File: src/rtl/bsl_pkg.sv
package bsl_pkg;
  localparam int WORD_W  = 32;
  localparam int SIZE_W  = 2;
  localparam int ENTRY_W = WORD_W + SIZE_W + 1;

  typedef struct packed {
    logic              last;
    logic [SIZE_W-1:0] size;
    logic [WORD_W-1:0] data;
  } bsl_entry_t;

  typedef enum logic [1:0] {
    SH_IDLE  = 2'd0,
    SH_FETCH = 2'd1,
    SH_SHIFT = 2'd2,
    SH_HALT  = 2'd3
  } sh_state_t;
endpackage

File: src/rtl/bsl_fifo.sv
module bsl_fifo #(
  parameter int DEPTH = 16,
  parameter int W     = 35,
  localparam int AW    = $clog2(DEPTH),
  localparam int CNT_W = $clog2(DEPTH + 1)
) (
  input  logic             clk,
  input  logic             rst,
  input  logic             flush,
  input  logic             push,
  input  logic [W-1:0]     wdata,
  input  logic             pop,
  output logic [W-1:0]     rdata,
  output logic [CNT_W-1:0] level,
  output logic             full,
  output logic             empty
);
  logic [W-1:0]     mem [DEPTH];
  logic [AW-1:0]    wr_ptr, rd_ptr;
  logic             push_ok, pop_ok;
  logic [CNT_W-1:0] nxt_level;

  assign push_ok = push && !full && !flush;
  assign pop_ok  = pop && !empty && !flush;

  always_comb begin
    nxt_level = level;
    if (push_ok && !pop_ok) nxt_level = level + CNT_W'(1);
    if (pop_ok && !push_ok) nxt_level = level - CNT_W'(1);
  end

  // storage and read port without reset so block RAM can be inferred
  always_ff @(posedge clk) begin
    if (push_ok) mem[wr_ptr] <= wdata;
    if (pop_ok)  rdata <= mem[rd_ptr];
  end

  always_ff @(posedge clk) begin
    if (rst || flush) begin
      wr_ptr <= '0;
      rd_ptr <= '0;
      level  <= '0;
      full   <= 1'b0;
      empty  <= 1'b1;
    end else begin
      if (push_ok) wr_ptr <= wr_ptr + AW'(1);
      if (pop_ok)  rd_ptr <= rd_ptr + AW'(1);
      level <= nxt_level;
      full  <= (nxt_level == CNT_W'(DEPTH));
      empty <= (nxt_level == '0);
    end
  end
endmodule

File: src/rtl/bsl_clkdiv.sv
module bsl_clkdiv #(
  parameter int DIV_W = 8
) (
  input  logic             clk,
  input  logic             rst,
  input  logic             run,
  input  logic [DIV_W-1:0] div,
  output logic             tick
);
  logic [DIV_W-1:0] cnt;

  assign tick = run && (cnt == div);

  always_ff @(posedge clk) begin
    if (rst || !run)  cnt <= '0;
    else if (tick)    cnt <= '0;
    else              cnt <= cnt + DIV_W'(1);
  end
endmodule

File: src/rtl/bsl_shifter.sv
module bsl_shifter
  import bsl_pkg::*;
(
  input  logic       clk,
  input  logic       rst,
  input  logic       abort,
  input  logic       fifo_empty,
  input  bsl_entry_t fifo_rdata,
  input  logic       tick,
  output logic       fifo_pop,
  output logic       div_run,
  output logic       cfg_clk,
  output logic       cfg_data,
  output logic       done
);
  sh_state_t         state;
  logic [WORD_W-1:0] word_q;
  logic [SIZE_W-1:0] nbytes_q;
  logic [SIZE_W-1:0] byte_q;
  logic [2:0]        bit_q;
  logic              last_q;
  logic [SIZE_W-1:0] nxt_byte;
  logic [2:0]        nxt_bit;
  logic              word_end;

  assign fifo_pop = (state == SH_IDLE) && !fifo_empty && !abort;
  assign div_run  = (state == SH_SHIFT);
  assign word_end = (bit_q == 3'd0) && (byte_q == nbytes_q);

  always_comb begin
    if (bit_q == 3'd0) begin
      nxt_byte = byte_q + SIZE_W'(1);
      nxt_bit  = 3'd7;
    end else begin
      nxt_byte = byte_q;
      nxt_bit  = bit_q - 3'd1;
    end
  end

  always_ff @(posedge clk) begin
    if (rst || abort) begin
      state    <= SH_IDLE;
      cfg_clk  <= 1'b0;
      cfg_data <= 1'b0;
      done     <= 1'b0;
      word_q   <= '0;
      nbytes_q <= '0;
      byte_q   <= '0;
      bit_q    <= '0;
      last_q   <= 1'b0;
    end else begin
      unique case (state)
        SH_IDLE: begin
          if (fifo_pop) state <= SH_FETCH;
        end
        SH_FETCH: begin
          word_q   <= fifo_rdata.data;
          nbytes_q <= fifo_rdata.size;
          last_q   <= fifo_rdata.last;
          byte_q   <= '0;
          bit_q    <= 3'd7;
          cfg_data <= fifo_rdata.data[7];
          state    <= SH_SHIFT;
        end
        SH_SHIFT: begin
          if (tick) begin
            if (!cfg_clk) begin
              cfg_clk <= 1'b1;
            end else begin
              cfg_clk <= 1'b0;
              if (word_end) begin
                if (last_q) begin
                  state    <= SH_HALT;
                  done     <= 1'b1;
                  cfg_data <= 1'b0;
                end else begin
                  state <= SH_IDLE;
                end
              end else begin
                byte_q   <= nxt_byte;
                bit_q    <= nxt_bit;
                cfg_data <= word_q[{nxt_byte, nxt_bit}];
              end
            end
          end
        end
        SH_HALT: begin
          state <= SH_HALT;
        end
        default: state <= SH_IDLE;
      endcase
    end
  end
endmodule

File: src/rtl/bitstream_loader.sv
module bitstream_loader
  import bsl_pkg::*;
#(
  parameter int DEPTH = 16,
  parameter int DIV_W = 8,
  localparam int CNT_W = $clog2(DEPTH + 1)
) (
  input  logic              clk,
  input  logic              rst,
  input  logic              ctrl_wr,
  input  logic [1:0]        ctrl_size,
  input  logic              ctrl_last,
  input  logic              data_wr,
  input  logic [31:0]       data_in,
  input  logic              exit_cmd,
  input  logic [DIV_W-1:0]  clk_div,
  output logic              cfg_clk,
  output logic              cfg_data,
  output logic              load_done,
  output logic [31:0]       fifo_status
);
  localparam int LVL_BITS = 16;

  logic [SIZE_W-1:0] size_q;
  logic              last_q;
  logic              ovf_q;
  bsl_entry_t        wr_entry, rd_entry;
  logic              f_full, f_empty, f_pop, push;
  logic [CNT_W-1:0]  f_level;
  logic              div_run, div_tick;

  // same-cycle control write is forwarded into the push
  always_comb begin
    wr_entry.data = data_in;
    wr_entry.size = ctrl_wr ? ctrl_size : size_q;
    wr_entry.last = ctrl_wr ? ctrl_last : last_q;
  end

  assign push = data_wr && !exit_cmd;

  always_ff @(posedge clk) begin
    if (rst) begin
      size_q <= '0;
      last_q <= 1'b0;
      ovf_q  <= 1'b0;
    end else begin
      if (ctrl_wr) begin
        size_q <= ctrl_size;
        last_q <= ctrl_last;
      end
      if (exit_cmd)                 ovf_q <= 1'b0;
      else if (data_wr && f_full)   ovf_q <= 1'b1;
    end
  end

  bsl_fifo #(.DEPTH(DEPTH), .W(ENTRY_W)) fifo_i (
    .clk   (clk),
    .rst   (rst),
    .flush (exit_cmd),
    .push  (push),
    .wdata (wr_entry),
    .pop   (f_pop),
    .rdata (rd_entry),
    .level (f_level),
    .full  (f_full),
    .empty (f_empty)
  );

  bsl_clkdiv #(.DIV_W(DIV_W)) div_i (
    .clk  (clk),
    .rst  (rst),
    .run  (div_run),
    .div  (clk_div),
    .tick (div_tick)
  );

  bsl_shifter sh_i (
    .clk        (clk),
    .rst        (rst),
    .abort      (exit_cmd),
    .fifo_empty (f_empty),
    .fifo_rdata (rd_entry),
    .tick       (div_tick),
    .fifo_pop   (f_pop),
    .div_run    (div_run),
    .cfg_clk    (cfg_clk),
    .cfg_data   (cfg_data),
    .done       (load_done)
  );

  assign fifo_status = {13'd0, ovf_q, f_empty, f_full, LVL_BITS'(f_level)};
endmodule

File: config.mk
export PLATFORM = sky130hd
export DESIGN_NAME = bitstream_loader
export DESIGN_NICKNAME = d
export VERILOG_FILES = /design/src/rtl/bsl_pkg.sv /design/src/rtl/bsl_fifo.sv /design/src/rtl/bsl_clkdiv.sv /design/src/rtl/bsl_shifter.sv /design/src/rtl/bitstream_loader.sv
export SDC_FILE = /design/constraint.sdc
export NUM_CORES = 1
export LEC_CHECK = 0
export CORE_MARGIN = 2
export CORE_UTILIZATION = 40
export CTS_BUF_LIST = sky130_fd_sc_hd__clkbuf_8
export CTS_CLUSTER_DIAMETER = 150
export DETAILED_ROUTE_END_ITERATION = 12
export DONT_BUFFER_PORTS = 1
export SLEW_MARGIN = 20
export SYNTH_ARGS = -nofsm -noshare
export SYNTH_HDL_FRONTEND = slang
export SYNTH_SLANG_ARGS = --single-unit
File: constraint.sdc
create_clock -name clk -period 9.6 [get_ports clk]
set_input_delay 0 -clock clk [delete_from_list [all_inputs] [get_ports clk]]
set_output_delay 0 -clock clk [all_outputs]
set_load 0.01 [all_outputs]
After elaboration in Yosys (flattened, before gate mapping)
Memories as Yosys holds them, arrays and structs flattened. A register that Yosys moved wholly into a read port is not among the register bits.
Cells that the tools add are included.
- add/sub/neg operators: 7
- multipliers: 0
- div/mod/pow operators: 0
- magnitude comparators: 1
- equal/unequal tests: 12
- shift-type cells: 0
- multiplexer cells: 30
- bitwise gates (word level): 0
- reduce and logical (&&, ||, !) cells: 31
- operators by type and width (cell ; number):
    $mux W2 ; 10
    $logic_and A1 B1 Y1 ; 12
    $mux W3 ; 4
    $reduce_and A4 Y1 ; 3
    $mux W5 ; 2
    $mux W1 ; 9
    $add A4 B1 Y4 const B ; 2
    $add A8 B1 Y8 const B ; 1
    $eq A8 B8 Y1 ; 1
    $pmux W2 S4 ; 1
    $logic_not A1 Y1 ; 6
    $lt A5 B6 Y1 const B ; 1
    $ne A2 B2 Y1 const B ; 3
    $pmux W3 S2 ; 1
    $add A5 B1 Y5 const B ; 1
    $bmux W1 S5 ; 1
    $eq A5 B5 Y1 const B ; 1
    $logic_not A5 Y1 ; 1
    $reduce_and A5 Y1 ; 1
    $sub A5 B1 Y5 const B ; 1
    $eq A2 B2 Y1 const B ; 2
    $ne A2 B1 Y1 const B ; 2
    $pmux W2 S2 ; 1
    $reduce_or A2 Y1 ; 2
    11 further kinds ; 12
- register bits after elaboration: 72
- latch bits: 0
- memory bits (writable): 560
- bits in read-only memories: 0
- input port bits: 48
- output and inout port bits: 35
- word-level logic and storage cells: 100
- memories kept: 1
- memories (name ; depth ; width ; read ports ; clocked after Yosys merged registers in ; write ports ; RTL line ; text):
    fifo_i.mem ; 16 ; 35 ; 1 ; 1 ; 1 ; bsl_fifo.sv:18 ; logic [W-1:0] mem [DEPTH];

Logic depth before layout (Yosys ltp)
- depth in word-level cells: 10
- depth in mapped cells: 11
- mapped depth without buffers: 8

Modules after synthesis
From an unflattened synthesis, not the netlist that was laid out.
- cell total of the unflattened synthesis: 1310
- area total of the unflattened synthesis: 26097.5 um^2
- by module, submodules not included (module ; instances ; cells each ; area an instance (um^2) ; seq. area each (um^2)):
    bsl_fifo ; 1 ; 928 ; 22943.3 ; 18167.4
    bsl_shifter ; 1 ; 293 ; 2309.7 ; 900.9
    bsl_clkdiv ; 1 ; 48 ; 474.2 ; 160.2
    bitstream_loader ; 1 ; 41 ; 370.4 ; 80.1

Worst setup path before layout
OpenSTA, ideal clock, no wires.
- path kind: reg2reg
- start point: register fifo_i.full
- end point: memory fifo_i.mem[3][0], enable pin
- setup time: 0.471 ns
- arrival: 3.282 ns
- required time: 9.129 ns
- path slack: 5.847 ns
- cell stages (with the launch flop): 4
- path buffers: 0
- clock period less this slack: 3.753 ns
- cells stage by stage: dfxtp_1 > nor3b_2 > nand2_1 > nor3_1
- cells in the longest elaborated chain, start to end: 5
- RTL lines (what ; RTL line ; text):
    from (decl) ; bsl_fifo.sv:15 ; output logic full,
    from (signal assigned) ; bsl_fifo.sv:49 ; full <= (nxt_level == CNT_W'(DEPTH));
    $logic_not A1 Y1 ; bsl_fifo.sv:23 ; assign push_ok = push && !full && !flush;
    $logic_and A1 B1 Y1 (2 in series) ; bsl_fifo.sv:23 ;
    $mux W1 ; bsl_fifo.sv:34 ; if (push_ok) mem[wr_ptr] <= wdata;
    $mux W1 (not written as such) ; bsl_fifo.sv:34 ;
    to (decl) ; bsl_fifo.sv:18 ;
Every way passes these cells.

==> impl_metrics.env <==
export IMPL_status="completed"
export IMPL_slew_viol_final=0
export IMPL_clkTransAtPathRegs_ns=0.06
export IMPL_synthCells=1298
export IMPL_synth_common_cells="edfxtp_1 (595), mux4_2 (176), nand2_1 (97)"
export IMPL_finish_utilization_pct=45.8
export IMPL_grtUsageTotal_pct=17.3
export IMPL_min_from="clk_div[6]"
export IMPL_synth_seq_cells=667
export IMPL_viasPerCell=5.37
export IMPL_holdWs_ns=0.0886
export IMPL_slew_headroom_pct=26.0
export IMPL_place_port_buffers=0
export IMPL_ys_types=58
export IMPL_tns_ns=0
export IMPL_yosysTopAreaCellShare_pct=69.2
export IMPL_rsz0062_at_grt="false"
export IMPL_fillCellCount=5374
export IMPL_post_cts_resized=0
export IMPL_clk_insertion_delay_late_ns=0.70
export IMPL_p_leak_nw=9.01
export IMPL_die_width_um=258
export IMPL_cts_htree_levels=3
export IMPL_area_growth_pct=13.7
export IMPL_synth_flop_cell="edfxtp_1"
export IMPL_drive_above_1_share_pct=25.0
export IMPL_fmax_mhz=273
export IMPL_start_util_pct=40.3
export IMPL_synth_fa_ha_area_share_pct=0.485
export IMPL_finalCriticalPeriod_ns=3.67
export IMPL_ys_warn_count=0
export IMPL_synth_top_family_by_area="multiplexers"
export IMPL_cap_violations=0
export IMPL_async_flop_share_pct=0
export IMPL_cts_root_buf="clkbuf_8"
export IMPL_tightest_slew_ns=1.11
export IMPL_crit_chain="buf_4 > buf_4 > mux4_2 > mux4_2"
export IMPL_syn_cell_area_um2=25800
export IMPL_synth_area_per_cell_um2=19.9
export IMPL_totalWireLength_mm=56.8
export IMPL_required_ns=10.02
export IMPL_period_share_pct=38.2
export IMPL_dr_first_iter_drc_count=1108
export IMPL_synth_edf_count=595
export IMPL_hold_violations=0
export IMPL_dieArea_um2=66600
export IMPL_cts_sinks=667
export IMPL_cts_tree="done"
export IMPL_critical_path_max_stage_delay_ns=0.79
export IMPL_die_h_um=258
export IMPL_ys_seq_area_share_pct=74.8
export IMPL_finClkSkew_ns=0.0260
export IMPL_synth_area_top_cells="edfxtp_1 (69%), mux4_2 (15%), dfxtp_1 (5.6%)"
export IMPL_numCtsBuffers=105
export IMPL_ant_nets=0
export IMPL_placementRows=93
export IMPL_route_detailed_drc=0
export IMPL_power_density_nw_per_um2=190
export IMPL_finalNonFillerCells=2356
export IMPL_ir_worst_vdd_uv=95.3
export IMPL_dpl_hpwl_mm=27.6
export IMPL_crit_path_start="fifo_i.rd_ptr[0]"
export IMPL_ctsHoldBuffers=53
export IMPL_p_total_mw=5.58
export IMPL_first_global_vias=13100
export IMPL_timing_rr_start="fifo_i.rd_ptr[0]"
export IMPL_vias=12700
export IMPL_post_cts_buffers=0
export IMPL_firstDrtPassIters=5
export IMPL_yosys_mux_area_fraction_pct=15.8
export IMPL_placed_cells=2110
export IMPL_core_area_um2=64100
export IMPL_yosysMostFrequentCell="edfxtp_1"
export IMPL_arrival_ns=4.08
export IMPL_cts_buffer_depth=3
export IMPL_yosys_area_share_simple_pct=3.82
export IMPL_criticalPathCategory="reg2reg"
export IMPL_antenna_found_initial=3
export IMPL_avgRoutedWirePerCell_um=24.1
export IMPL_critPathLaunchType="flop"
export IMPL_final_setup_viol_count=0
export IMPL_synth_compound_area_share_pct=2.12
export IMPL_hold_path_class="in2reg"
export IMPL_holdPathStages=6
export IMPL_synth_xor_area_share_pct=0.916
export IMPL_cp_end_kind="flop"
export IMPL_yosysTopAreaCell="edfxtp_1"
export IMPL_r2r_cells=4
export IMPL_cp_max_fo=43
export IMPL_place_gp_congestion=0.806
export IMPL_grt_pass1_wl_mm=84.6
export IMPL_cpMaxStageDelayCell="dfxtp_4"
export IMPL_grt_max_degree=68
export IMPL_num_io_pins=83
export IMPL_nets=1473
export IMPL_overflow=0
cell families (layout without fill, tap and decap cells):
| group | Yosys count | after routing |
|---|---|---|
| AO/OA/AOI/OAI | 90 | 90 |
| XOR/XNOR | 27 | 27 |
| adder cells (fa/ha/maj) | 10 | 10 |
| buffers and inverters | 106 | 285 |
| flip-flops | 667 | 667 |
| multiplexers | 186 | 186 |
| other | 1 | 25 |
| AND/OR/NAND/NOR | 211 | 211 |
sequential cells by signal, indices dropped and copies added, names as in the netlist, 2 cells and up:
name / count
sh_i.bit_q: 3
sh_i.byte_q: 2
div_i.cnt: 8
fifo_i.rdata: 35
sh_i.word_q: 32
fifo_i.level: 5
fifo_i.rd_ptr: 4
size_q: 2
fifo_i.mem: 560
sh_i.state: 2
sh_i.nbytes_q: 2
fifo_i.wr_ptr: 4
layout by cell type (no fill, tap or decap), types with 14 or more instances in the layout:
cell type,n
a21oi_1,51
nand3_1,14
clkinv_1,20
clkbuf_8,121
nand2_1,97
nor2_1,28
dlygate4sd3_1,53
inv_1,46
conb_1,24
mux4_2,176
xor2_1,14
edfxtp_1,595
dfxtp_1,68
buf_4,28
final timing paths:
path,endpoint,slack [ns]
max reg2reg,fifo_i.rdata[20],5.93
max,fifo_i.rdata[20],5.93
min reg2reg,sh_i.word_q[18],0.46
min,sh_i.bit_q[1],0.09
cell type report:
class	instances	area (um^2)	area share [%]
multi-input combinational	548	6170	21.0
clock inverter	71	338	1.15
antenna	1	2.50	0.00852
tap	855	1070	3.64
inverter	12	45.0	0.153
sequential	667	19300	65.8
timing repair buffer	81	741	2.52
clock buffer	121	1670	5.67
routing by layer:
| metal | routed length [um] | GRT usage (%) | vias up |
|---|---|---|---|
| met4 | 1290 | 4.85 | 4 |
| met1 | 25200 | 24.7 | 6676 |
| met2 | 26900 | 27.1 | 432 |
| met5 | 24 | 0 | - |
| met3 | 3380 | 3.49 | 108 |
| li1 | - | - | 5432 |
worst max-delay path: cells and delay by family (launching register included):
kind | cells | cell delay [ns]
mux | 2 | 1.08
buf+inv | 2 | 1.41
flops | 1 | 0.79
metrics by stage:
stage,setup slack [ns],cell area (um^2)
after global routing,5.63,29400
after floorplan,5.85,25900
final,5.93,29400
after CTS,5.84,29400
after detailed placement,5.83,26800
after global placement,5.85,26800
where the power goes:
| group | leakage [nW] | switching, mW | internal, mW |
|---|---|---|---|
| combinational | 1.91 | 0.0810 | 0.0564 |
| sequential | 5.95 | 0.0100 | 3.18 |
| clock | 1.15 | 1.08 | 1.17 |
Power figures use the tool's default switching activity.
